## config.mk

```make
export PLATFORM = sky130hd
export DESIGN_NAME = tick_timer
export DESIGN_NICKNAME = d
export VERILOG_FILES = /design/src/rtl/tick_pkg.sv /design/src/rtl/tick_dp.sv /design/src/rtl/tick_ctrl.sv /design/src/rtl/tick_timer.sv
export SDC_FILE = /design/constraint.sdc
export NUM_CORES = 1
export LEC_CHECK = 0
export BUFFER_PORTS_ARGS = -buffer_cell sky130_fd_sc_hd__buf_2
export CAP_MARGIN = 20
export CORE_MARGIN = 3
export CORE_UTILIZATION = 55
export DETAILED_ROUTE_END_ITERATION = 7
export HOLD_SLACK_MARGIN = 0.15
export PLACE_DENSITY = 0.79
export SETUP_SLACK_MARGIN = 0.15
export SYNTH_ARGS = -nofsm -noshare
export SYNTH_HDL_FRONTEND = slang
export SYNTH_SLANG_ARGS = --single-unit
```

## constraint.sdc

```tcl
create_clock -name clk -period 3.1 [get_ports clk]
set_input_delay 0.31 -clock clk [delete_from_list [all_inputs] [get_ports clk]]
set_output_delay 0.31 -clock clk [all_outputs]
set_load 0.02 [all_outputs]
```

## src/rtl/tick_pkg.sv

```systemverilog
package tick_pkg;

  // Register byte offsets
  localparam int OFS_CTRL  = 'h10;
  localparam int OFS_RLD   = 'h14;
  localparam int OFS_CUR   = 'h18;
  localparam int OFS_CALIB = 'h1C;

  // Control word bit positions
  localparam int BIT_EN    = 0;
  localparam int BIT_IE    = 1;
  localparam int BIT_SRC   = 2;
  localparam int BIT_FLAG  = 16;

  // Strobes from control to datapath
  typedef struct packed {
    logic load;  // restart count from reload value
    logic step;  // advance one tick
  } cntStrobe_t;

endpackage

```

## src/rtl/tick_dp.sv

```systemverilog
module tick_dp
  import tick_pkg::*;
#(
  parameter int CNT_W = 24
) (
  input  logic             clk,
  input  logic             rst_n,
  input  cntStrobe_t       strobe,
  input  logic [CNT_W-1:0] reloadVal,
  output logic [CNT_W-1:0] cntVal,
  output logic             atZero
);

  logic [CNT_W-1:0] cntQ;

  assign atZero = (cntQ == '0);
  assign cntVal = cntQ;

  always_ff @(posedge clk or negedge rst_n) begin
    if (!rst_n) begin
      cntQ <= '0;
    end else if (strobe.load) begin
      cntQ <= reloadVal;
    end else if (strobe.step) begin
      cntQ <= atZero ? reloadVal : cntQ - 1'b1;
    end
  end

endmodule

```

## src/rtl/tick_ctrl.sv

```systemverilog
module tick_ctrl
  import tick_pkg::*;
#(
  parameter int          CNT_W     = 24,
  parameter int          DATA_W    = 32,
  parameter int          ADDR_W    = 8,
  parameter logic [31:0] CALIB_VAL = 32'h0000_2710
) (
  input  logic              clk,
  input  logic              rst_n,
  input  logic              refTick,
  input  logic              busWrEn,
  input  logic              busRdEn,
  input  logic [ADDR_W-1:0] busAddr,
  input  logic [DATA_W-1:0] busWrData,
  output logic [DATA_W-1:0] busRdData,
  output logic              irqPend,
  output cntStrobe_t        strobe,
  output logic [CNT_W-1:0]  reloadVal,
  output logic              ctrlEn,
  output logic              ctrlSrc,
  output logic              ctrlFlag,
  input  logic [CNT_W-1:0]  cntVal,
  input  logic              atZero
);

  localparam logic [ADDR_W-1:0] A_CTRL  = ADDR_W'(OFS_CTRL);
  localparam logic [ADDR_W-1:0] A_RLD   = ADDR_W'(OFS_RLD);
  localparam logic [ADDR_W-1:0] A_CUR   = ADDR_W'(OFS_CUR);
  localparam logic [ADDR_W-1:0] A_CALIB = ADDR_W'(OFS_CALIB);

  logic             enQ, ieQ, srcQ, flagQ, pendQ;
  logic [CNT_W-1:0] reloadQ;
  logic [DATA_W-1:0] rdQ;

  logic wrCtrl, wrRld, wrCur, rdCtrl;
  logic tickSel, doLoad, doStep, expire;
  logic [DATA_W-1:0] ctrlWord, rdNext;
  logic unusedWrBits;

  assign unusedWrBits = ^busWrData[DATA_W-1:CNT_W];

  assign wrCtrl = busWrEn && (busAddr == A_CTRL);
  assign wrRld  = busWrEn && (busAddr == A_RLD);
  assign wrCur  = busWrEn && (busAddr == A_CUR);
  assign rdCtrl = busRdEn && (busAddr == A_CTRL);

  // Time base selection
  assign tickSel = srcQ ? 1'b1 : refTick;

  // Restart on enable rise, on time-base change while enabling, or current write
  assign doLoad = wrCur ||
                  (wrCtrl && busWrData[BIT_EN] &&
                   (!enQ || (busWrData[BIT_SRC] != srcQ)));
  assign doStep = enQ && tickSel && !doLoad;
  assign expire = doStep && atZero;

  assign strobe.load = doLoad;
  assign strobe.step = doStep;

  always_ff @(posedge clk or negedge rst_n) begin
    if (!rst_n) begin
      enQ     <= 1'b0;
      ieQ     <= 1'b0;
      srcQ    <= 1'b0;
      reloadQ <= '0;
    end else begin
      if (wrCtrl) begin
        enQ  <= busWrData[BIT_EN];
        ieQ  <= busWrData[BIT_IE];
        srcQ <= busWrData[BIT_SRC];
      end else if (expire && (reloadQ == '0)) begin
        enQ <= 1'b0;
      end
      if (wrRld) begin
        reloadQ <= busWrData[CNT_W-1:0];
      end
    end
  end

  // Sticky flag: a new expiry wins over a clearing read
  always_ff @(posedge clk or negedge rst_n) begin
    if (!rst_n) begin
      flagQ <= 1'b0;
    end else if (expire) begin
      flagQ <= 1'b1;
    end else if (rdCtrl || wrCur) begin
      flagQ <= 1'b0;
    end
  end

  always_ff @(posedge clk or negedge rst_n) begin
    if (!rst_n) begin
      pendQ <= 1'b0;
    end else begin
      pendQ <= expire && ieQ;
    end
  end

  always_comb begin
    ctrlWord           = '0;
    ctrlWord[BIT_EN]   = enQ;
    ctrlWord[BIT_IE]   = ieQ;
    ctrlWord[BIT_SRC]  = srcQ;
    ctrlWord[BIT_FLAG] = flagQ;
  end

  always_comb begin
    unique case (busAddr)
      A_CTRL:  rdNext = ctrlWord;
      A_RLD:   rdNext = DATA_W'(reloadQ);
      A_CUR:   rdNext = enQ ? DATA_W'(cntVal) : '0;
      A_CALIB: rdNext = DATA_W'(CALIB_VAL);
      default: rdNext = '0;
    endcase
  end

  always_ff @(posedge clk or negedge rst_n) begin
    if (!rst_n) begin
      rdQ <= '0;
    end else if (busRdEn) begin
      rdQ <= rdNext;
    end
  end

  assign busRdData = rdQ;
  assign irqPend   = pendQ;
  assign reloadVal = reloadQ;
  assign ctrlEn    = enQ;
  assign ctrlSrc   = srcQ;
  assign ctrlFlag  = flagQ;

endmodule

```

## src/rtl/tick_timer.sv

```systemverilog
module tick_timer
  import tick_pkg::*;
#(
  parameter int          CNT_W     = 24,
  parameter int          DATA_W    = 32,
  parameter int          ADDR_W    = 8,
  parameter logic [31:0] CALIB_VAL = 32'h0000_2710
) (
  input  logic              clk,
  input  logic              rst_n,
  input  logic              refTick,
  input  logic              busWrEn,
  input  logic              busRdEn,
  input  logic [ADDR_W-1:0] busAddr,
  input  logic [DATA_W-1:0] busWrData,
  output logic [DATA_W-1:0] busRdData,
  output logic              irqPend
);

  cntStrobe_t       strobe;
  logic [CNT_W-1:0] reloadVal;
  logic [CNT_W-1:0] cntVal;
  logic             atZero;
  logic             ctrlEn, ctrlSrc, ctrlFlag;

  tick_ctrl #(
    .CNT_W(CNT_W), .DATA_W(DATA_W), .ADDR_W(ADDR_W), .CALIB_VAL(CALIB_VAL)
  ) uCtrl (
    .clk(clk), .rst_n(rst_n), .refTick(refTick),
    .busWrEn(busWrEn), .busRdEn(busRdEn), .busAddr(busAddr),
    .busWrData(busWrData), .busRdData(busRdData), .irqPend(irqPend),
    .strobe(strobe), .reloadVal(reloadVal),
    .ctrlEn(ctrlEn), .ctrlSrc(ctrlSrc), .ctrlFlag(ctrlFlag),
    .cntVal(cntVal), .atZero(atZero)
  );

  tick_dp #(.CNT_W(CNT_W)) uDp (
    .clk(clk), .rst_n(rst_n), .strobe(strobe),
    .reloadVal(reloadVal), .cntVal(cntVal), .atZero(atZero)
  );

endmodule

```

Word level (Yosys, flattened, before mapping) --
Index checks and enable logic that the tools add are counted.
Operators by class: mux-type cells 10, equal/unequal tests 5, reductions and logical operators 21, add/subtract/negate cells 1
Operator list (count):
- case mux 32 bit (4 select lines) | 1
- two-way mux 24 bit | 4
- logical NOT 24 bit | 2
- == test 8 x 5 -> 1 bit (second input constant) | 4
- subtractor 24 x 1 -> 24 bit (second input constant) | 1
- logical AND 1 bit | 11
- nonzero test 2 bit | 3
- two-way mux 1 bit | 5
- logical OR 1 bit | 3
- logical NOT 1 bit | 2
- inequality test 1 bit | 1
Word-level totals: bits in registers 85, input port bits 45, word-level logic and storage cells 45, output and inout bits 33

Depth between registers and ports, before layout --
depth after elaboration 11, gate-level depth with buffers 10, depth with buffers taken out 8

Modules after synthesis --
From an unflattened synthesis, not the netlist that was laid out.
Unflattened totals: cells, all modules 418, area total of the unflattened synthesis 4246.6 um^2
By module, submodules not included:
- tick_ctrl | instances 1, area an instance 2583.7 um^2, cells an instance 223, sequential area each 1326.3 um^2
- tick_dp | instances 1, area an instance 1662.8 um^2, cells an instance 195, sequential area each 600.6 um^2

Worst setup path before layout --
No wires, ideal clock.
path type register to register, from register uDp.cntQ[1] (netlist: uDp.cntVal[1]), to register uDp.cntQ[9] (netlist: uDp.cntVal[9]), data required time 2.979 ns, path slack 1.079 ns, path buffers 0, setup time 0.121 ns, cell stages (with the launch flop) 7, arrival time 1.900 ns, clock period less this slack 2.021 ns, cells stage by stage dfrtp_1 or4_4 or4_1 nor3_2 nand3_1 nor3b_1 o22a_1
Between the ends: word-level cells in the longest chain between the ends 4, elaborated cells on any way between the ends 5, classes of those cells 1 x add/sub; 3 x mux; 1 x reduce/logical
RTL lines:
- from (decl) | RTL line tick_dp.sv:14 | logic [CNT_W-1:0] cntQ;
- from (signal assigned) | RTL line tick_dp.sv:23 | cntQ <= reloadVal;
- from (signal assigned) | RTL line tick_dp.sv:25 | cntQ <= atZero ? reloadVal : cntQ - 1'b1;
- subtractor 24 x 1 -> 24 bit / logical NOT 24 bit (equally long branches) | RTL line tick_dp.sv:25, tick_dp.sv:16
- two-way mux 24 bit (*) | RTL line tick_dp.sv:25
- two-way mux 24 bit (*) | RTL line tick_dp.sv:24 | end else if (strobe.step) begin
- two-way mux 24 bit (*) | RTL line tick_dp.sv:22 | end else if (strobe.load) begin
Every way passes the cells marked *; elsewhere a longest branch is shown, timed or not. The select of a mux whose other input is x is not followed. A chain may end at the register's enable or synchronous reset.

Worst setup path after layout --
from register uDp.cntQ[16] (netlist: uDp.cntVal[16]), to register uDp.cntQ[15] (netlist: uDp.cntVal[15])
Between the ends: word-level cells in the longest chain between the ends 4
RTL lines:
- logical NOT 24 bit | RTL line tick_dp.sv:16 | assign atZero = (cntQ == '0);
- two-way mux 24 bit | RTL line tick_dp.sv:25
- two-way mux 24 bit | RTL line tick_dp.sv:24
- two-way mux 24 bit | RTL line tick_dp.sv:22
Every way passes these cells. The select of a mux whose other input is x is not followed.

==> out/results.tsv <==
stage	metric	value	unit
timing	Final TNS setup	0	ns
synthesis	most frequent cells after synthesis	dfrtp_1 (77), nor2_1 (39), inv_1 (29), nand2_1 (27), o22ai_1 (27)	
global_routing	first-pass GRT wire length	17800	µm
placement	Detailed Place HPWL	7440	µm
timing	clock skew	0.00640	ns
clock_tree	CTS buffer count	9	
outcome	outcome	finished clean	
placement	IO Port Bufs	61	
synthesis	Post-synth EDFFs	0	
synthesis	Syn Inst Count	420	
pwr	Worst VDD drop	347	µV
clock_tree	Clock Root Buffer	clkbuf_8	
detailed_routing	Routed WL per cell	18.5	µm
setup_path	Startpoint Class	flop	
setup_path	Critical path origin	uDp.cntVal[16]	
synthesis	Syn Area/Cell	9.64	µm²
pwr	Cell Pwr Density	592	nW/µm²
detailed_routing	number of DRC markers in iteration 0	541	
setup_path	end of the critical path	uDp.cntVal[15]	
global_routing	Tot GR Track Use	26.5	%
final_layout	Finished Core Util	66.1	%
die	chip height	91.8	µm
clock_tree	CTS Buffer Depth	2	
final_layout	nets@finish	525	
synthesis	top-count cell post-synth	dfrtp_1	
timing	Tmin final	2.51	ns
detailed_routing	DRC	0	
setup_path	CP required	3.36	ns
global_routing	largest net degree at the start of global routing	78	
die	row cnt	30	
pwr	Static Leak	2.12	nW
synthesis	largest area contributor in the synthesized netlist	dfrtp_1	
detailed_routing	Final ANT Viol Nets	0	
timing	Slew headroom	35.7	%
timing	Final Setup Violations	0	
timing	final setup margin	0.592	ns
global_routing	initial antenna violation count	0	
synthesis	ys flop type	dfrtp_1	
clock_tree	post-CTS sizing	0	
setup_path	Crit Path Category	reg -> reg	
final_layout	area grow syn2layout	14.0	%
timing	Slew @ Worst Pin	0.965	ns
setup_path	worst path arrival time	2.77	ns
synthesis	ranking of synthesized cells by area	dfrtp_1 (48%), mux2_1 (5.3%), o22ai_1 (4.2%)	
final_layout	Diodes inserted	0	
detailed_routing	Vias/cell	6.42	
placement	gpl congestion	0.901	
die	die area	8420	µm²
global_routing	vias in the first global route	3465	
final_layout	fill cell count	580	
timing	period utilisation layout	80.9	%
synthesis	fraction of post-synthesis cell area in the top cell type by area	47.6	%
clock_tree	H-tree depth	3	
flow_run	max-cap viol count	0	
setup_path	CP Max Fanout	18	
synthesis	post-synthesis sequential area ratio	47.6	%
final_layout	share of cells above drive strength 1	21.7	%
setup_path	reg-to-reg critical path startpoint	uDp.cntVal[16]	
die	core outline area	6980	µm²
detailed_routing	TritonRoute pass-1 iters	5	
clock_tree	TritonCTS clock tree	built	
die	Die W	91.8	µm
synthesis	Yosys cell types	55	
synthesis	Post-Syn Area	4050	µm²
detailed_routing	Post-Route WL	10700	µm
setup_path	Critical R2R Capture	uDp.cntVal[15]	
timing	fmax	399	MHz
timing	pins over their slew limit	0	
min_path	Hold Crit Class	in -> reg	
setup_path	Critical Path Sink Type	flop	
timing	RSZ-0062 raised after global routing	false	
clock_tree	Reg clk slew, reported paths	0.08	ns
timing	hold slack final	0.163	ns
timing	Final Hold Violating Endpoints	0	
die	Initial Util	58.0	%
placement	Setup WS pre-CTS	0.625	ns
setup_path	Worst Reg-to-Reg Cells	6	
global_routing	grt total ovfl	0	
clock_tree	clk_lat worst skew	0.35	ns
detailed_routing	DR vias	3719	
clock_tree	CTS sink count	77	
setup_path	R2R Setup Slk	0.59	ns
synthesis	Post-synth ARST share	100	%
die	io pins	78	
synthesis	Seq cells post-synth	77	
synthesis	yosys warns	0	
## cells by family (layout without fill, tap and decap cells)
family                     count (synthesis)  in the layout  synth area share, %
AOI/OAI and AO/OA                        121            121                 20.1
xor gates and xnor gates                   1              1                0.216
adders and majority gates                  2              2                0.618
buffers and inverters                     58            114                 6.65
DFF                                       77             77                 47.6
muxes                                     28             28                 7.70
other                                      1              8               0.0926
and+or+nand+nor                          132            132                 17.0
## worst min-delay path by stage
| stage | from | end | slack [ns] | depth (start not counted) |
|---|---|---|---|---|
| 2_1_floorplan | rst_n | uCtrl.busRdData[0] | 0.01 | 0 |
| 3_3_place_gp | uCtrl.ctrlFlag | uCtrl.ctrlFlag | 0.49 | 2 |
| 3_5_place_dp | uCtrl.ctrlFlag | uCtrl.ctrlFlag | 0.49 | 2 |
| 4_1_cts | busWrData[6] | uCtrl.reloadVal[6] | 0.16 | 2 |
| 5_1_grt | busWrData[21] | uCtrl.reloadVal[21] | 0.16 | 2 |
| 6_report | busWrData[22] | uCtrl.reloadVal[22] | 0.16 | 2 |
## through the flow
stage                     instance area (µm²)  power, mW  instances
after floorplan                          4070       1.74        427
after global placement                   4390       1.91        562
after detailed placement                 4390       1.93        562
after CTS                                4610       2.72        579
after global routing                     4610       2.88        579
final                                    4610       2.73        579
## area by class of cell
type	count	area, µm²	area share (%)
clock buffers	11	151	3.28
clock inverters	5	58.8	1.27
repair buffers	69	370	8.03
multi-input cells	292	1880	40.7
well taps	96	120	2.60
inverters	29	109	2.36
flip-flops and latches	77	1930	41.8
## layout by cell type, fill, tap and decap left out, types with 3 or more instances in the layout
master / instances
nor4_1: 8
nor3_1: 17
o32ai_1: 3
o21ai_0: 11
mux2_2: 6
a21oi_2: 3
mux2i_1: 3
nand3_1: 9
clkbuf_8: 11
o22ai_1: 27
nor2_1: 39
buf_2: 60
buf_4: 8
and2_1: 3
nand4_1: 4
mux2_1: 19
a22oi_1: 18
dfrtp_1: 77
a21oi_1: 17
a211oi_1: 7
conb_1: 8
o31ai_1: 5
a31oi_1: 7
o21ai_1: 5
nor2b_1: 4
inv_1: 29
a311oi_1: 6
nand2_1: 27
o21a_1: 3
## registers in the layout, indices dropped and copies added, names as in the netlist
signal and count:
uCtrl.busRdData 24, uCtrl.reloadVal 24, uDp.cntVal 24, uCtrl.ctrlEn 1, uCtrl.ctrlFlag 1, uCtrl.ctrlSrc 1
uCtrl.ieQ 1, uCtrl.irqPend 1
## critical path, cell delays in order (launching register included)
cell	delay, ns
dfrtp_1	0.45
nor3_1	0.43
nand4_1	0.22
or3_1	0.73
o21ai_0	0.21
a211oi_1	0.11
a311oi_1	0.26
## power by group
part | total (mW) | switching, mW | internal (mW)
sequential | 1.29 | 0.179 | 1.11
combinational | 0.657 | 0.396 | 0.262
clock | 0.790 | 0.374 | 0.416
total | 2.73 | 0.949 | 1.78
## routing by layer
layer,up-vias,wire [µm],track usage (%)
met4,0,320,10.4
met2,251,4930,40.6
li1,1651,-,-
met1,1780,4410,37.5
met5,-,0,0
met3,37,1040,4.59
## what timing repair did
action                                 4_1_cts  5_1_grt
hold buffers                                 1        0
endpoints found under the hold margin       54        0
setup buffers                                0        0
Note: power is estimated with default switching activity, not from simulation.
